File: config.mk
export PLATFORM = sky130hd
export DESIGN_NAME = serial_fifo_pair
export DESIGN_NICKNAME = d
export VERILOG_FILES = /design/src/rtl/sfifo_pkg.sv /design/src/rtl/sfifo_store.sv /design/src/rtl/sfifo_level_mon.sv /design/src/rtl/sfifo_ctrl.sv /design/src/rtl/serial_fifo_pair.sv
export SDC_FILE = /design/constraint.sdc
export NUM_CORES = 1
export LEC_CHECK = 0
export ABC_AREA = 1
export BUFFER_PORTS_ARGS = -buffer_cell sky130_fd_sc_hd__buf_2
export CORE_MARGIN = 4
export CORE_UTILIZATION = 45
export CTS_CLUSTER_SIZE = 14
export DETAILED_ROUTE_END_ITERATION = 8
export SYNTH_ARGS = -nofsm -noshare
export SYNTH_HDL_FRONTEND = slang
export SYNTH_HIERARCHICAL = 1
export SYNTH_SLANG_ARGS = --single-unit
File: constraint.sdc
create_clock -name clk -period 3.2 [get_ports clk]
set_input_delay 0.16 -clock clk [delete_from_list [all_inputs] [get_ports clk]]
set_output_delay 0.16 -clock clk [all_outputs]
set_load 0.05 [all_outputs]
File: src/rtl/sfifo_pkg.sv
package sfifo_pkg;
   localparam int CTRL_W      = 4;
   localparam int CB_ENABLE   = 0;
   localparam int CB_RX_FLUSH = 2;
   localparam int CB_TX_FLUSH = 3;
   localparam int IDX_W       = 16;
   localparam int IDX_TX_LSB  = 0;
   localparam int IDX_RX_LSB  = 8;
   localparam int IDX_FIELD_W = 5;
endpackage

File: src/rtl/sfifo_store.sv
module sfifo_store #(
   parameter int W     = 8,
   parameter int DEPTH = 16,
   localparam int PTR_W = $clog2(DEPTH),
   localparam int CNT_W = $clog2(DEPTH + 1)
) (
   input  logic             clk,
   input  logic             rst_n,
   input  logic             en,
   input  logic             flush,
   input  logic             push,
   input  logic [W-1:0]     wdata,
   input  logic             pop,
   output logic [W-1:0]     rdata,
   output logic [CNT_W-1:0] count
);
   generate
      if (DEPTH < 2 || (DEPTH & (DEPTH - 1)) != 0) begin : g_bad_depth
         $error("sfifo_store: DEPTH must be a power of two, at least 2");
      end
      if (W < 1) begin : g_bad_width
         $error("sfifo_store: W must be positive");
      end
   endgenerate

   logic [W-1:0]     mem [DEPTH];
   logic [PTR_W-1:0] wr_ptr, rd_ptr;
   logic             is_full, is_empty, do_push, do_pop;

   assign is_full  = (count == CNT_W'(DEPTH));
   assign is_empty = (count == '0);
   assign do_push  = en & push & ~is_full & ~flush;
   assign do_pop   = en & pop & ~is_empty & ~flush;
   assign rdata    = mem[rd_ptr];

   always_ff @(posedge clk or negedge rst_n) begin
      if (!rst_n) begin
         wr_ptr <= '0;
         rd_ptr <= '0;
         count  <= '0;
      end else if (flush) begin
         wr_ptr <= '0;
         rd_ptr <= '0;
         count  <= '0;
      end else begin
         if (do_push) wr_ptr <= wr_ptr + 1'b1;
         if (do_pop)  rd_ptr <= rd_ptr + 1'b1;
         if (do_push && !do_pop)      count <= count + 1'b1;
         else if (do_pop && !do_push) count <= count - 1'b1;
      end
   end

   always_ff @(posedge clk or negedge rst_n) begin
      if (!rst_n) begin
         for (int i = 0; i < DEPTH; i++) mem[i] <= '0;
      end else if (do_push) begin
         mem[wr_ptr] <= wdata;
      end
   end

   // simultaneous push and pop keeps the count
   a_r10_pushpop_stable: assert property (@(posedge clk) disable iff (!rst_n)
      (en && push && pop && !flush && count != '0 && count != CNT_W'(DEPTH)) |=> $stable(count));
   // a flush empties the queue at the next edge
   a_r6_flush_empties: assert property (@(posedge clk) disable iff (!rst_n)
      flush |=> (count == '0));
   // disabled queue holds its count
   a_r2_disabled_hold: assert property (@(posedge clk) disable iff (!rst_n)
      (!en && !flush) |=> $stable(count));
   // a full queue never grows beyond its depth
   a_r12_full_no_grow: assert property (@(posedge clk) disable iff (!rst_n)
      (count == CNT_W'(DEPTH) && !flush && !(en && pop)) |=> (count == CNT_W'(DEPTH)));
endmodule

File: src/rtl/sfifo_level_mon.sv
module sfifo_level_mon #(
   parameter int CNT_W       = 5,
   parameter int LEVEL       = 4,
   parameter bit AT_OR_BELOW = 1'b1
) (
   input  logic [CNT_W-1:0] count,
   output logic             hit
);
   generate
      if (LEVEL < 0 || LEVEL >= (1 << CNT_W)) begin : g_bad_level
         $error("sfifo_level_mon: LEVEL out of count range");
      end
      if (AT_OR_BELOW) begin : g_low
         assign hit = (count <= CNT_W'(LEVEL));
      end else begin : g_high
         assign hit = (count >= CNT_W'(LEVEL));
      end
   endgenerate
endmodule

File: src/rtl/sfifo_ctrl.sv
module sfifo_ctrl
   import sfifo_pkg::*;
(
   input  logic              clk,
   input  logic              rst_n,
   input  logic              ctrl_wr,
   input  logic [CTRL_W-1:0] ctrl_wdata,
   output logic [CTRL_W-1:0] ctrl_rdata,
   output logic              enable,
   output logic              rx_flush,
   output logic              tx_flush
);
   always_ff @(posedge clk or negedge rst_n) begin
      if (!rst_n) begin
         enable   <= 1'b0;
         rx_flush <= 1'b0;
         tx_flush <= 1'b0;
      end else begin
         if (ctrl_wr) enable <= ctrl_wdata[CB_ENABLE];
         rx_flush <= ctrl_wr & ctrl_wdata[CB_RX_FLUSH];
         tx_flush <= ctrl_wr & ctrl_wdata[CB_TX_FLUSH];
      end
   end

   always_comb begin
      ctrl_rdata              = '0;
      ctrl_rdata[CB_ENABLE]   = enable;
      ctrl_rdata[CB_RX_FLUSH] = rx_flush;
      ctrl_rdata[CB_TX_FLUSH] = tx_flush;
   end

   // a flush request clears itself unless rewritten
   a_r6_rx_selfclear: assert property (@(posedge clk) disable iff (!rst_n)
      (rx_flush && !(ctrl_wr && ctrl_wdata[CB_RX_FLUSH])) |=> !rx_flush);
   a_r6_tx_selfclear: assert property (@(posedge clk) disable iff (!rst_n)
      (tx_flush && !(ctrl_wr && ctrl_wdata[CB_TX_FLUSH])) |=> !tx_flush);
endmodule

File: src/rtl/serial_fifo_pair.sv
module serial_fifo_pair
   import sfifo_pkg::*;
#(
   parameter int DATA_W      = 8,
   parameter int TX_DEPTH    = 16,
   parameter int RX_DEPTH    = 16,
   parameter int TX_AE_LEVEL = 4,
   parameter int RX_AF_LEVEL = 12
) (
   input  logic              clk,
   input  logic              rst_n,
   input  logic              ctrl_wr,
   input  logic [CTRL_W-1:0] ctrl_wdata,
   output logic [CTRL_W-1:0] ctrl_rdata,
   output logic [IDX_W-1:0]  index_word,
   input  logic              tx_push,
   input  logic [DATA_W-1:0] tx_wdata,
   input  logic              tx_pop,
   output logic [DATA_W-1:0] tx_rdata,
   input  logic              rx_push,
   input  logic [DATA_W-1:0] rx_wdata,
   input  logic              rx_perr,
   input  logic              rx_ferr,
   input  logic              rx_pop,
   output logic [DATA_W+1:0] rx_rdata,
   output logic              tx_almost_empty,
   output logic              rx_almost_full,
   output logic              rx_overrun,
   output logic              tx_underrun
);
   localparam int TX_CW = $clog2(TX_DEPTH + 1);
   localparam int RX_CW = $clog2(RX_DEPTH + 1);
   localparam int RX_W  = DATA_W + 2;

   generate
      if (TX_CW > IDX_FIELD_W || RX_CW > IDX_FIELD_W) begin : g_bad_idx
         $error("serial_fifo_pair: depth too large for the index fields");
      end
   endgenerate

   logic             enable, rx_flush, tx_flush;
   logic [TX_CW-1:0] tx_cnt;
   logic [RX_CW-1:0] rx_cnt;
   logic             rx_drop, tx_starve;

   sfifo_ctrl u_ctrl (
      .clk        (clk),
      .rst_n      (rst_n),
      .ctrl_wr    (ctrl_wr),
      .ctrl_wdata (ctrl_wdata),
      .ctrl_rdata (ctrl_rdata),
      .enable     (enable),
      .rx_flush   (rx_flush),
      .tx_flush   (tx_flush)
   );

   sfifo_store #(.W(DATA_W), .DEPTH(TX_DEPTH)) u_tx_q (
      .clk   (clk),
      .rst_n (rst_n),
      .en    (enable),
      .flush (tx_flush),
      .push  (tx_push),
      .wdata (tx_wdata),
      .pop   (tx_pop),
      .rdata (tx_rdata),
      .count (tx_cnt)
   );

   sfifo_store #(.W(RX_W), .DEPTH(RX_DEPTH)) u_rx_q (
      .clk   (clk),
      .rst_n (rst_n),
      .en    (enable),
      .flush (rx_flush),
      .push  (rx_push),
      .wdata ({rx_ferr, rx_perr, rx_wdata}),
      .pop   (rx_pop),
      .rdata (rx_rdata),
      .count (rx_cnt)
   );

   sfifo_level_mon #(.CNT_W(TX_CW), .LEVEL(TX_AE_LEVEL), .AT_OR_BELOW(1'b1)) u_tx_low (
      .count (tx_cnt),
      .hit   (tx_almost_empty)
   );

   sfifo_level_mon #(.CNT_W(RX_CW), .LEVEL(RX_AF_LEVEL), .AT_OR_BELOW(1'b0)) u_rx_high (
      .count (rx_cnt),
      .hit   (rx_almost_full)
   );

   always_comb begin
      index_word = '0;
      index_word[IDX_TX_LSB +: TX_CW] = tx_cnt;
      index_word[IDX_RX_LSB +: RX_CW] = rx_cnt;
   end

   assign rx_drop   = enable & rx_push & ~rx_flush & (rx_cnt == RX_CW'(RX_DEPTH));
   assign tx_starve = enable & tx_pop & ~tx_flush & (tx_cnt == '0);

   always_ff @(posedge clk or negedge rst_n) begin
      if (!rst_n) begin
         rx_overrun  <= 1'b0;
         tx_underrun <= 1'b0;
      end else begin
         rx_overrun  <= rx_drop;
         tx_underrun <= tx_starve;
      end
   end

   // overrun only follows a cycle in which the receive queue was full
   a_r7_overrun_when_full: assert property (@(posedge clk) disable iff (!rst_n)
      rx_overrun |-> $past(rx_cnt == RX_CW'(RX_DEPTH)));
   // underrun only follows a cycle with an empty transmit queue
   a_r8_underrun_when_empty: assert property (@(posedge clk) disable iff (!rst_n)
      tx_underrun |-> $past(tx_cnt == '0));
   // no event pulse follows a disabled cycle
   a_r2_no_event_disabled: assert property (@(posedge clk) disable iff (!rst_n)
      (rx_overrun || tx_underrun) |-> $past(enable));
   // a dropped character leaves the receive queue full
   a_r7_drop_keeps_full: assert property (@(posedge clk) disable iff (!rst_n)
      (rx_drop && !rx_pop) |=> (rx_cnt == RX_CW'(RX_DEPTH)));
endmodule

## Word level (Yosys, flattened, before mapping)

Index checks and enable logic that the tools add are counted.

| storage, ports and cells | value |
|---|---|
| bits in registers | 319 |
| bits of input ports | 29 |
| output and inout bits | 42 |
| word-level logic and storage cells | 133 |

| operators by class | value |
|---|---|
| $add $sub $neg | 8 |
| order comparisons | 8 |
| equal/unequal tests | 2 |
| multiplexer cells | 26 |
| bitwise operators | 28 |
| reductions and logical operators | 18 |

Operators with widths:

| cell | count |
|---|---|
| $bwmux W160 | 1 |
| $bwmux W128 | 1 |
| $bmux W10 S4 | 1 |
| $demux W10 S4 | 1 |
| $bmux W8 S4 | 1 |
| $demux W8 S4 | 1 |
| $mux W4 | 8 |
| $mux W10 | 3 |
| $mux W5 | 6 |
| $mux W8 | 3 |
| $ge A5 B5 Y1 const B | 4 |
| $not A4 Y5 | 4 |
| $and A1 B1 Y1 | 18 |
| $add A4 B1 Y4 const B | 4 |
| $add A5 B1 Y5 const B | 2 |
| $eq A5 B5 Y1 const B | 2 |
| $logic_not A5 Y1 | 2 |
| $lt A5 B1 Y1 const B | 2 |
| $sub A5 B1 Y5 const B | 2 |
| $reduce_bool A2 Y1 | 4 |
| $logic_and A1 B1 Y1 | 6 |
| $not A1 Y1 | 6 |
| $reduce_bool A3 Y1 | 2 |
| $ge A5 B4 Y1 const B | 1 |
| 2 further kinds | 5 |

## Longest topological paths before layout

| logic depth | value |
|---|---|
| word-level depth | 9 |
| mapped depth | 15 |
| gate-level depth less buffers | 15 |

## Cells and area by module

Netlist, hierarchy kept.

Modules (own cells, without submodules):

| module | times used | cells an instance | area an instance (um^2) | seq. area each (um^2) |
|---|---|---|---|---|
| sfifo_store at u_rx_q | 1 | 1007 | 8521.9 | 4329.2 |
| sfifo_store at u_tx_q | 1 | 845 | 6945.4 | 3528.4 |
| serial_fifo_pair | 1 | 26 | 165.2 | 50.0 |
| sfifo_ctrl | 1 | 16 | 138.9 | 75.1 |
| sfifo_level_mon at u_tx_low | 1 | 5 | 21.3 | 0.0 |
| sfifo_level_mon at u_rx_high | 1 | 3 | 11.3 | 0.0 |

## Least setup slack after synthesis

OpenSTA, ideal clock, no wires.

| timing | value |
|---|---|
| path type | flip-flop to flip-flop |
| start | register u_tx_q.count[1] |
| end | register u_tx_q.count[4] |
| setup time | 118 ps |
| data arrival time | 2362 ps |
| slack | 720 ps |
| cell stages (with the launch flop) | 15 |
| path buffers | 0 |
| cell sequence | dfrtp_1 nor2_1 nand3_2 nand2_4 nor2_8 nand2_1 fa_1 nand3_1 nand3_1 nand2_1 inv_1 nand2_1 nand2_1 nand2_1 nand2_1 |

| on the way | value |
|---|---|
| cells in the longest elaborated chain, start to end | 8 |

RTL lines:

| what | line | RTL |
|---|---|---|
| start, declared | sfifo_store.sv:15 | `output logic [CNT_W-1:0] count` |
| start signal, assigned | sfifo_store.sv:48 | `if (do_push && !do_pop) count <= count + 1'b1;` |
| start signal, assigned | sfifo_store.sv:49 | `else if (do_pop && !do_push) count <= count - 1'b1;` |
| parallel branches: the longest is 8 deep, another holds $sub A5 B1 Y5 | -- |  |

Several ways; the timed one is not identified. The select of a mux whose other input is x is not followed.
A chain may end at the register's enable or synchronous reset.

## Worst setup path in the final report

| timing | value |
|---|---|
| start | register u_rx_q.rd_ptr[1] |
| end | output port rx_rdata[9] |

| on the way | value |
|---|---|
| cells in the longest elaborated chain, start to end | 4 |

RTL lines:

| what | line | RTL |
|---|---|---|
| start, declared | sfifo_store.sv:27 | `logic [PTR_W-1:0] wr_ptr, rd_ptr;` |
| start signal, assigned | sfifo_store.sv:47 | `if (do_pop) rd_ptr <= rd_ptr + 1'b1;` |
| $not A4 Y5 (implied by the code) | sfifo_store.sv:34 | `assign rdata = mem[rd_ptr];` |
| $bmux W10 S4 | sfifo_store.sv:34 |  |
| $mux W10 (implied by the code) (2 in a row) | sfifo_store.sv:34 |  |
| end, declared | serial_fifo_pair.sv:25 | `output logic [DATA_W+1:0] rx_rdata,` |

No other way between the ends. The select of a mux whose other input is x is not followed.

==> flow_summary.json <==
{
  "yosysTopAreaCellShare_pct": 50.5,
  "place_ws_ns": 0.764,
  "cp.required_ns": 3.04,
  "hold_path_class": "in2reg",
  "worst_setup_path_start_kind": "flop",
  "vias": 12748,
  "drt-pass1-iter-count": 5,
  "cpMaxStageDelayCell": "buf_4",
  "drv_cap": 0,
  "cts_made_buffers": 36,
  "grt_pass1_wl_mm": 68.8,
  "stdcell_area_um2": 17600,
  "post_cts_resized": 0,
  "io_pins": 71,
  "wl_per_cell_um": 17.8,
  "cts_root_buf": "clkbuf_16",
  "cp_cell_sequence": "buf_4 > inv_1 > buf_12 > a21oi_1 > o21ai_0 > nand3_1 > nand3_1 > nand2_1 > buf_2",
  "fin_nets": 1973,
  "place_area_um2": 16400,
  "syn_area_um2": 15800,
  "synth-seq-area-share_pct": 50.5,
  "critPathArrivalTime_ns": 2.74,
  "drive_above_1_share_pct": 11.6,
  "finalCritPeriodShare_pct": 90.5,
  "rows": 68,
  "synthFlopType": "dfrtp_1",
  "worst_pin_slew_ns": 0.827,
  "p_per_area_nw_per_um2": 775,
  "yosysTopAreaCell": "dfrtp_1",
  "irDropWorstVdd_mv": 0.909,
  "area_growth_pct": 11.7,
  "slowest_delay_ns": 0.36,
  "dp_hpwl_mm": 26.9,
  "drt_iter0_drc": 864,
  "synth-seq-cells": 319,
  "yosysMostFrequentCell": "nand2_1",
  "die_x_um": 195,
  "setup_ws_ns": 0.303,
  "syn_avg_cell_area_um2": 8.31,
  "cts_buffer_depth": 3,
  "die_area_um2": 38200,
  "slew_viol_final": 0,
  "relSlewSlack_pct": 44.8,
  "io_buffers": 62,
  "finalWirelength_mm": 42.8,
  "yosysUniqueCellTypes": 39,
  "insertedDiodeCount": 0,
  "tritoncts": "yes",
  "final.min_clock_period_ns": 2.90,
  "grt_use_total_pct": 22.3,
  "synthCells": 1902,
  "critPathKind": "reg2out",
  "coreArea_um2": 34600,
  "drc_errors": 0,
  "htree_levels": 2,
  "ant_nets": 0,
  "viasPerCell": 5.31,
  "die_h_um": 195,
  "end_kind": "output port",
  "grt_pass1_vias": 12473,
  "start_util_pct": 45.6,
  "async_flop_share_pct": 100,
  "critPathMaxFanout": 29,
  "clock_sinks": 319,
  "fin_tns_setup_ns": 0,
  "synth_edf_count": 0,
  "ys_warn_count": 6,
  "setup_viol": 0,
  "netlist_top_cells_area": "dfrtp_1, nand2_1, o21ai_0, inv_1, a21oi_1",
  "status": "completed",
  "grt-ovfl-total": 0,
  "clk_pin_slew_ns": 0.06,
  "p_leak_nw": 8.39,
  "max_freq_ghz": 0.345,
  "antenna_found_initial": 0,
  "crit_top_cell": "nand3_1",
  "yosys-top-cells-count": "nand2_1, dfrtp_1, o21ai_0, inv_1, a21oi_1",
  "rsz0062_at_grt": "no",
  "grt_max_degree": 74,
  "hold_viol": 0,
  "skew_ns": 0.0258,
  "clk-insertion-delay-late_ns": 0.52,
  "gp_congestion": 0.811
}
[power breakdown]
group | internal [mW] | switching, mW
Combinational | 1.34 | 3.32
Clock | 2.30 | 1.61
Sequential | 4.66 | 0.438
Total | 8.31 | 5.37
[registers in the layout, summed over array words and instances (netlist names)]
| name | count |
|---|---|
| u_rx_q/mem | 160 |
| u_tx_q/mem | 128 |
| u_rx_q/count | 5 |
| u_tx_q/count | 5 |
| u_rx_q/rd_ptr | 4 |
| u_rx_q/wr_ptr | 4 |
| u_tx_q/rd_ptr | 4 |
| u_tx_q/wr_ptr | 4 |
| rx_overrun | 1 |
| tx_underrun | 1 |
| u_ctrl/enable | 1 |
| u_ctrl/rx_flush | 1 |
| u_ctrl/tx_flush | 1 |
[repair_timing]
action                     4_1_cts  5_1_grt
hold buffers                    19        0
setup endpoints to repair        0        0
buffers inserted                 0        0
hold endpoints to repair       132        0
[cells by family after synthesis]
group	synth area share, %
simple gates	17.1
compound gates	21.1
buf+inv	9.34
flops	50.5
fa+ha+maj	1.68
xor+xnor	0.222
other cells	0.0475
[placed cells by master, fill, tap and decap left out, types with 2 or more instances in the layout]
cell type | synthesis | layout
nor2_2 | 6 | 6
xnor2_1 | 3 | 3
inv_1 | 199 | 199
o21a_1 | 56 | 56
dfrtp_2 | 0 | 2
nand3_2 | 2 | 2
nand2_4 | 5 | 5
clkbuf_1 | 60 | 8
nand3_1 | 106 | 106
o21ai_0 | 301 | 301
conb_1 | 2 | 7
ha_1 | 18 | 18
nand2_1 | 421 | 421
nor2_8 | 2 | 2
a21oi_1 | 145 | 145
clkinv_1 | 3 | 3
o21ai_1 | 51 | 51
clkbuf_8 | 0 | 7
o2111ai_1 | 6 | 6
clkbuf_16 | 0 | 36
buf_12 | 0 | 7
dfrtp_1 | 319 | 317
nand4_1 | 11 | 11
inv_2 | 4 | 4
nor2_4 | 13 | 13
o21ai_2 | 40 | 40
clkinv_2 | 0 | 4
nor2_1 | 37 | 37
nand2_2 | 2 | 2
buf_4 | 10 | 27
nor3_1 | 4 | 4
fa_1 | 2 | 2
buf_2 | 45 | 61
dlygate4sd3_1 | 0 | 19
[routing by layer]
metal | share of wire (%) | track usage, %
met5 | 0 | 0
met4 | 3.2 | 6.83
met3 | 4.9 | 2.86
met2 | 49 | 38.1
met1 | 43 | 29.8
[worst paths after layout]
kind                              endpoint  slack [ns]  cells past startpoint             start
max                            rx_rdata[9]        0.30                      9  u_rx_q/rd_ptr[1]
min                         u_rx_q/mem[27]        0.01                      3       rx_wdata[7]
max reg2reg                u_tx_q/count[4]        0.77                     14   u_tx_q/count[1]
min reg2reg                  u_rx_q/mem[5]        0.48                      2     u_rx_q/mem[5]
max in group asynchronous   u_tx_q/mem[21]        2.03                      4             rst_n
min in group asynchronous   u_rx_q/mem[28]        0.19                      2             rst_n
[worst max-delay path, delay by kind of cell, from the launching register on]
family,cells,cell delay (ns)
AOI/OAI and AO/OA,2,0.20
buffers and inverters,4,1.28
and+or+nand+nor,3,0.38
DFF,1,0.34
[metrics by stage]
step	total power, mW	utilization (%)	std cells	hold WS, ns
final	13.7	51.0	2399	0.0143
after global routing	14.5	51.0	2399	0.0164
after CTS	13.8	51.0	2399	0.00190
after detailed placement	9.82	47.2	2322	0.192
after global placement	9.74	47.2	2322	0.181
after floorplan	8.48	-	1907	-0.136
[layout make-up]
type,instances,area (µm²)
fillers,3271,17000
inverters,206,773
repair buffers,115,853
well taps,455,569
multi-input cells,1246,6360
clock buffers,51,1030
clock inverters,7,75.1
flip-flops and latches,319,7990
No activity file was read; power rests on OpenSTA's default activity.
